## src/rtl/trig_pkg.sv

```systemverilog
package trig_pkg;
    localparam int SEL_EXT    = 0;
    localparam int SEL_RND    = 14;
    localparam int SEL_FIX    = 15;
    localparam int CTRL_RUN   = 15;
    localparam int CTRL_SPILL = 14;
    localparam logic [15:0] CTRL_RESET = 16'h8000;
    localparam logic [15:0] CTRL_KEEP  = 16'hC000;

    typedef enum logic [0:0] {
        PUL_OFF = 1'b0,
        PUL_RUN = 1'b1
    } pul_state_t;
endpackage

```

## src/rtl/trig_fix_pulser.sv

```systemverilog
module trig_fix_pulser
    import trig_pkg::*;
#(
    parameter int W = 32
) (
    input  logic         clk,
    input  logic         rst_n,
    input  logic         en,
    input  logic [W-1:0] period,
    output logic         fire
);
    pul_state_t   state_q, state_nx;
    logic [W-1:0] cnt_q;
    logic         go;
    logic         at_end;

    assign go     = en && (period != '0);
    assign at_end = (cnt_q >= period - W'(1));

    always_ff @(posedge clk) begin
        if (!rst_n) state_q <= PUL_OFF;
        else        state_q <= state_nx;
    end

    always_comb begin
        state_nx = state_q;
        unique case (state_q)
            PUL_OFF: if (go)  state_nx = PUL_RUN;
            PUL_RUN: if (!go) state_nx = PUL_OFF;
            default: state_nx = PUL_OFF;
        endcase
    end

    always_ff @(posedge clk) begin
        if (!rst_n)                           cnt_q <= '0;
        else if (state_q == PUL_RUN && go)    cnt_q <= at_end ? '0 : cnt_q + W'(1);
        else                                  cnt_q <= '0;
    end

    assign fire = (state_q == PUL_RUN) && go && at_end;

    AST_OFF_CNT_CLEAR: assert property (@(posedge clk) disable iff (!rst_n)
        (state_q == PUL_OFF) |=> (cnt_q == '0));
endmodule

```

## src/rtl/trig_rnd_pulser.sv

```systemverilog
module trig_rnd_pulser #(
    parameter int          W    = 32,
    parameter logic [W-1:0] TAPS = 32'h8020_0003,
    parameter logic [W-1:0] SEED = 32'h1D87_2B41
) (
    input  logic         clk,
    input  logic         rst_n,
    input  logic         en,
    input  logic [W-1:0] prob,
    output logic         fire
);
    logic [W-1:0] lfsr_q;
    logic [W-1:0] shifted;

    assign shifted = lfsr_q >> 1;

    always_ff @(posedge clk) begin
        if (!rst_n)         lfsr_q <= SEED;
        else if (lfsr_q[0]) lfsr_q <= shifted ^ TAPS;
        else                lfsr_q <= shifted;
    end

    assign fire = en && (lfsr_q < prob);

    AST_LFSR_NONZERO: assert property (@(posedge clk) disable iff (!rst_n)
        lfsr_q != '0);
endmodule

```

## src/rtl/trig_veto.sv

```systemverilog
module trig_veto #(
    parameter int NCH = 14
) (
    input  logic [NCH-1:0] xoff,
    input  logic [NCH-1:0] mask,
    output logic           veto
);
    logic [NCH-1:0] masked;

    for (genvar i = 0; i < NCH; i++) begin : g_ch
        assign masked[i] = xoff[i] & mask[i];
    end

    assign veto = |masked;
endmodule

```

## src/rtl/trig_gen.sv

```systemverilog
module trig_gen
    import trig_pkg::*;
#(
    parameter int NCH  = 14,
    parameter int NOUT = 16,
    parameter int PW   = 32
) (
    input  logic            clk,
    input  logic            rst_n,
    input  logic            ctrl_we,
    input  logic [15:0]     ctrl_wdata,
    output logic [15:0]     ctrl_q,
    input  logic [15:0]     src_sel,
    input  logic [PW-1:0]   fix_period,
    input  logic [PW-1:0]   rnd_prob,
    input  logic            ext_trig,
    input  logic [NCH-1:0]  xoff_in,
    input  logic [NCH-1:0]  xoff_mask,
    input  logic [NOUT-1:0] out_mask,
    output logic            cand_o,
    output logic            acc_o,
    output logic [NOUT-1:0] trig_out,
    output logic [NCH-1:0]  xoff_state_o,
    output logic            veto_o
);
    logic ext_q;
    logic ext_edge;
    logic fix_fire;
    logic rnd_fire;
    logic veto_now;
    logic cand_nx;
    logic acc_nx;

    trig_fix_pulser #(.W(PW)) i_fix (
        .clk   (clk),
        .rst_n (rst_n),
        .en    (src_sel[SEL_FIX]),
        .period(fix_period),
        .fire  (fix_fire)
    );

    trig_rnd_pulser #(.W(PW)) i_rnd (
        .clk   (clk),
        .rst_n (rst_n),
        .en    (src_sel[SEL_RND]),
        .prob  (rnd_prob),
        .fire  (rnd_fire)
    );

    trig_veto #(.NCH(NCH)) i_veto (
        .xoff (xoff_in),
        .mask (xoff_mask),
        .veto (veto_now)
    );

    assign ext_edge = ext_trig & ~ext_q;
    assign cand_nx  = (src_sel[SEL_EXT] & ext_edge) | fix_fire | rnd_fire;
    assign acc_nx   = cand_nx & ~veto_now & ctrl_q[CTRL_RUN];

    always_ff @(posedge clk) begin
        if (!rst_n) begin
            ctrl_q       <= CTRL_RESET;
            ext_q        <= 1'b0;
            cand_o       <= 1'b0;
            acc_o        <= 1'b0;
            trig_out     <= '0;
            xoff_state_o <= '0;
            veto_o       <= 1'b0;
        end else begin
            if (ctrl_we) ctrl_q <= ctrl_wdata & CTRL_KEEP;
            ext_q        <= ext_trig;
            cand_o       <= cand_nx;
            acc_o        <= acc_nx;
            trig_out     <= acc_nx ? out_mask : '0;
            xoff_state_o <= xoff_in;
            veto_o       <= veto_now;
        end
    end

    AST_ACC_NEEDS_CAND: assert property (@(posedge clk) disable iff (!rst_n)
        acc_o |-> cand_o);
    AST_ACC_CLEAN: assert property (@(posedge clk) disable iff (!rst_n)
        $rose(acc_o) |-> (!$past(veto_now) && $past(ctrl_q[CTRL_RUN])));
    AST_OUT_GATED: assert property (@(posedge clk) disable iff (!rst_n)
        (|trig_out) |-> acc_o);
    AST_PERIOD_ZERO: assert property (@(posedge clk) disable iff (!rst_n)
        (fix_period == '0 && src_sel == 16'h8000) |=> !cand_o);
    AST_CTRL_RESERVED: assert property (@(posedge clk) disable iff (!rst_n)
        (ctrl_q & ~CTRL_KEEP) == 16'h0);
endmodule

```

## config.mk

```make
export PLATFORM = sky130hd
export DESIGN_NAME = trig_gen
export DESIGN_NICKNAME = d
export VERILOG_FILES = /design/src/rtl/trig_pkg.sv /design/src/rtl/trig_fix_pulser.sv /design/src/rtl/trig_rnd_pulser.sv /design/src/rtl/trig_veto.sv /design/src/rtl/trig_gen.sv
export SDC_FILE = /design/constraint.sdc
export NUM_CORES = 1
export LEC_CHECK = 0
export BUFFER_PORTS_ARGS = -buffer_cell sky130_fd_sc_hd__buf_2
export CORE_MARGIN = 2
export CORE_UTILIZATION = 45
export CTS_CLUSTER_DIAMETER = 60
export DETAILED_ROUTE_END_ITERATION = 7
export PLACE_DENSITY = 0.75
export SYNTH_ARGS = -nofsm -noshare
export SYNTH_HDL_FRONTEND = slang
export SYNTH_SLANG_ARGS = --single-unit
```

## constraint.sdc

```tcl
create_clock -name clk -period 4.6 [get_ports clk]
set_input_delay 0.69 -clock clk [delete_from_list [all_inputs] [get_ports clk]]
set_output_delay 0.69 -clock clk [all_outputs]
set_load 0.01 [all_outputs]
```

Word-level counts from Yosys, hierarchy flattened

Index checks and enable logic that the tools add are counted.

Logic and storage cells: 51
Output and inout bits: 49
Input bits: 144
Register bits after elaboration: 101

Bitwise gates (word level): 25
Add/subtract/negate cells: 2
Reduce and logical (&&, ||, !) cells: 9
Order comparisons: 2
Multiplexer cells: 2

Operators with widths:

| operator              | count |
|---|---|
| $add 32x1->32 const B | 1 |
| $ge 32x32->1          | 1 |
| $lt 32x32->1          | 1 |
| $reduce_bool 32->1    | 1 |
| $sub 32x1->32 const B | 1 |
| $mux 22               | 1 |
| $and 1x1->1           | 18 |
| $reduce_or 14->1      | 1 |
| $logic_and 1x1->1     | 4 |
| $not 1->1             | 4 |
| $not 3->4             | 1 |
| $reduce_and 2->1      | 2 |
| $reduce_or 3->1       | 1 |
| $or 1x1->1            | 2 |
| $mux 1                | 1 |

Depth between registers and ports, before layout

Depth after elaboration: 9
Mapped depth: 18
Mapped depth without buffers: 15

Modules after synthesis

From an unflattened synthesis, not the netlist that was laid out.

Cell total of the unflattened synthesis: 639
Area total of the unflattened synthesis: 5881.9 um^2

Modules (own cells, without submodules):

| module          | sequential area each (um^2) | cells an instance | times used | area each (um^2) |
|---|---|---|---|---|
| trig_fix_pulser | 660.6                       | 334               | 1          | 2836.5 |
| trig_rnd_pulser | 640.6                       | 180               | 1          | 1661.6 |
| trig_gen        | 720.7                       | 116               | 1          | 1310.0 |
| trig_veto       | 0.0                         | 9                 | 1          | 73.8 |

Worst setup path after synthesis

Ideal clock, no wire load.

Path type: input-to-reg
From: input port fix_period[2]
To: register i_fix.cnt_q[15]
Path buffers: 3
Stages: 17
Slack: 0.688 ns
Data required time: 4.535 ns
Arrival time: 3.847 ns
Library setup time: 0.065 ns
Cells stage by stage: or3_1 > or3b_2 > buf_6 > nor2_8 > and3_2 > nor2b_1 > xnor2_1 > ha_1 > a21oi_1 > nand2_1 > a221oi_1 > o211ai_1 > a31o_2 > or2_1 > buf_4 > buf_6 > nor2_1

Longest elaborated chain between the ends: 5
Elaborated cells between the ends (all ways): 7
Classes of those cells: 1 x add/sub; 1 x order compare; 1 x bitwise; 4 x reduce/logical

Ends and longest elaborated chain:

| element                                                               | line                  | source |
|---|---|---|
| start, declared                                                       | trig_gen.sv:14        | `input logic [PW-1:0] fix_period,` |
| parallel branches: the longest is 4 deep, another holds $sub 32x1->32 | -                     |  |
| $reduce_or 3->1 (no line) (*)                                         | -                     |  |
| end signal, assigned                                                  | trig_fix_pulser.sv:36 | `else if (state_q == PUL_RUN && go) cnt_q <= at_end ? '0 : cnt_q + W'(1);` |
| end, declared                                                         | trig_fix_pulser.sv:13 | `logic [W-1:0] cnt_q;` |

Every way passes the cells marked *.
A chain may end at the register's enable or synchronous reset.

Final worst setup path

From: input port fix_period[6]
To: register i_fix.cnt_q[30]

Same word-level chain as after synthesis.

==> impl_results.md <==
* Area delta synth->final at 20.1%
* Clk sinks at a little over 100
* RD Place Congestion at around 0.79
* Port Buffer Count at between 150 and 200
* Layout net count at around 980
* Worst-Skew Late Latency at ~330 ps
* Share of layout cells above drive strength 1 at 0.243
* Syn Area/Cell at between 9 and 10 sq um
* Hold Vio Cnt, Final at 0
* Synthesis warning total at 0
* H-tree levels at 3
* Clock tree buffer depth at 2
* CP dominant cell by count: nor2_1
* Vias in the first global route at 4313
* Setup bufs post-CTS at 0
* Status: completed
* CP arrival at 4310 ps
* Worst setup EP type: flop
* Ant. Diodes at 0
* Period utilisation layout at 0.878
* Hold Path Class: reg -> reg
* DR WL/cell at 12.0 um
* Global-route wire length before repair at roughly 19000 um
* Register area share after synthesis at 0.361
* WP buf/inv at 2
* Mapped Area at roughly 5600 sq um
* Dpl hpwl at around 9000 um
* Worst setup path startpoint: fix_period[6]
* # IOs at between 150 and 200
* CP cell instances: buf_2, or4_4, or3_4, nor2_1, nand2_1, nor3_1, xnor2_1, ha_1, a21oi_1, o21ai_0, a221oi_1, o211ai_1, a31o_2, or2_1, buf_4, nor2_1
* Worst-path clk slew at ~70 ps
* Root Buffer: clkbuf_16
* Die Y at 116 um
* Remaining antenna violation count at 0
* TritonCTS clock tree: done
* Worst stage delay on the critical path at 540 ps
* Worst Max-Slew Pin Slew at 887 ps
* Number of remaining DRC errors at 0
* Largest cells by area after synthesis: dfxtp_1 (36%), ha_1 (15%), xor2_1 (5.6%)
* CTS resizes at 0
* Grt ovf at 0
* Pins over their slew limit at 0
* Gr usage total at 0.174
* Pwr/cell area at around 290 nW/um^2
* Synth Register Bits at approximately 100
* Routed WL at 11300 um
* Crit Path Max Fanout at 32
* Initial antenna violation count at 0
* Row Count at 40
* Fmax at around 250 MHz
* RSZ-0062 raised after global routing: false
* Via density at 4.74
* Yosys top cell by area: dfxtp_1
* Max Cap Viol at 0
* Setup violators final at 0
* Peak VDD IR at approximately 0.00017 V
* Drt pass-1 iters at 4
* Leak at between 0.003 and 0.004 uW
* Req. time, crit path at a little under 5000 ps
* Post-synth EDFFs at 0
* Unique masters post-synth at between 50 and 60
* Die Footprint at ~13000 sq um
* Top_reg_cell synth: dfxtp_1
* Slew margin rel. at 0.409
* Post-layout minimum cycle time at 4040 ps
* DR iter-0 viols at roughly 130
* Synth async-reset ratio at 0
* Share of the synthesized area in the top cell type at 0.361
* Crit path max-delay family: simple AND/OR/NAND/NOR gates
* Fin Clk Skew at around 6.5 ps
* Worst setup SP type: input port
* Setup TNS at 0 ps
* Initial Util at 0.464
* HP Start: i_rnd.lfsr_q[19]
* CTS Hold Bufs at 0
* Die width at between 100 and 150 um
* Vias at roughly 4500
* R2R Path Start: i_rnd.lfsr_q[1]
* CTS buffer count at 9
* Crit Path Category: in -> reg
* Core area at approximately 12000 sq um
* Slowest cell on crit path: or4_4
* Final hold slack at between 400 and 500 ps
* Post-Synthesis Cells at between 600 and 700
* Largest net degree at the start of global routing at a little over 60
-- per-stage QoR --
stage	area [sq um]	worst slack, ps	util	total power (uW)	instances
floorplan	5650	688	-	1100	632
global placement	6420	265	0.533	1180	926
detailed placement	6420	189	0.533	1190	926
CTS	6730	525	0.558	1950	942
global route	6730	124	0.558	2020	942
finish	6730	560	0.558	1920	942
-- kinds of logic (layout without fill, tap and decap cells) --
family / Yosys count / count (layout) / share of synthesized area
flip-flops: 101 / 101 / 0.361
buffers and inverters: 65 / 207 / 0.0623
AO/OA/AOI/OAI: 63 / 63 / 0.0780
adder cells (fa/ha/maj): 65 / 65 / 0.145
other: 1 / 14 / 0.000670
multiplexers: 1 / 1 / 0.00179
XOR/XNOR: 63 / 63 / 0.0985
AND/OR/NAND/NOR: 260 / 260 / 0.252
-- synthesized netlist by cell type (all sizes together), types with 2 or more instances --
cell,count
ha,65
o21ai,10
clkbuf,4
a211oi,2
xnor2,27
a21o,4
nand4,14
o21a,2
nor2,58
nand2b,19
nor4,7
nand3,20
inv,38
a21oi,25
or3,6
nor2b,5
nor3b,9
dfxtp,101
o211ai,2
a22oi,4
nor3,19
xor2,36
a221oi,5
nand3b,2
or3b,2
and2,36
and4,7
nand2,47
buf,23
or2,2
and3,6
-- worst register-to-register path: cells and delay by family, from the launching register on --
family	cells	cell delay [ps]
AOI/OAI and AO/OA	5	1250
adders and majority gates	1	270
buffers and inverters	1	210
DFF	1	330
and+or+nand+nor	1	210
-- cell type report --
type | count | area (sq um)
Timing Repair Buffer | 153 | 771
Inverter | 38 | 143
Clock inverter | 5 | 58.8
Tap cell | 168 | 210
Multi-Input combinational cell | 466 | 3280
Clock buffer | 11 | 243
Fill cell | 1152 | 5340
Sequential cell | 101 | 2020
-- per-layer routing --
layer	up-vias	global-route usage	share of wire	wire length (um)
met1	1963	0.217	0.46	5200
li1	2380	-	-	-
met4	0	0.0506	0.0077	87
met2	120	0.292	0.46	5260
met3	5	0.0486	0.069	786
met5	-	0	0	0
-- placed cells by master (no fill, tap or decap), types with 3 or more instances in the layout --
cell type / count
a21o_1: 4
a21oi_1: 24
a221oi_1: 5
a22oi_1: 4
and2_1: 35
and3_1: 5
and4_1: 7
buf_2: 151
clkbuf_16: 9
conb_1: 14
dfxtp_1: 101
ha_1: 65
inv_1: 38
nand2_1: 47
nand2b_1: 19
nand3_1: 20
nand4_1: 14
nor2_1: 57
nor2b_1: 5
nor3_1: 16
nor3_2: 3
nor3b_1: 7
nor4_1: 6
o21ai_0: 10
or3_1: 3
xnor2_1: 27
xor2_1: 36
-- registers in the layout, indices dropped and copies added, names as in the netlist --
signal	cells
i_fix.cnt_q	32
i_rnd.lfsr_q	32
trig_out	16
xoff_state_o	14
ctrl_q	2
acc_o	1
cand_o	1
ext_q	1
i_fix.state_q	1
veto_o	1
-- path summary, 6_finish.rpt --
kind,endpoint,slack (ps),cells past startpoint
setup / recovery,i_fix.cnt_q[30],560,16
hold reg to reg,i_rnd.lfsr_q[18],440,1
setup reg to reg,trig_out[9],2240,8
hold / removal,i_rnd.lfsr_q[18],440,1
-- report_power, final --
| group | switching [uW] | internal (uW) |
|---|---|---|
| clock | 319 | 438 |
| combinational | 124 | 120 |
| sequential | 17.5 | 906 |
Note: power is estimated with default switching activity, not from simulation.
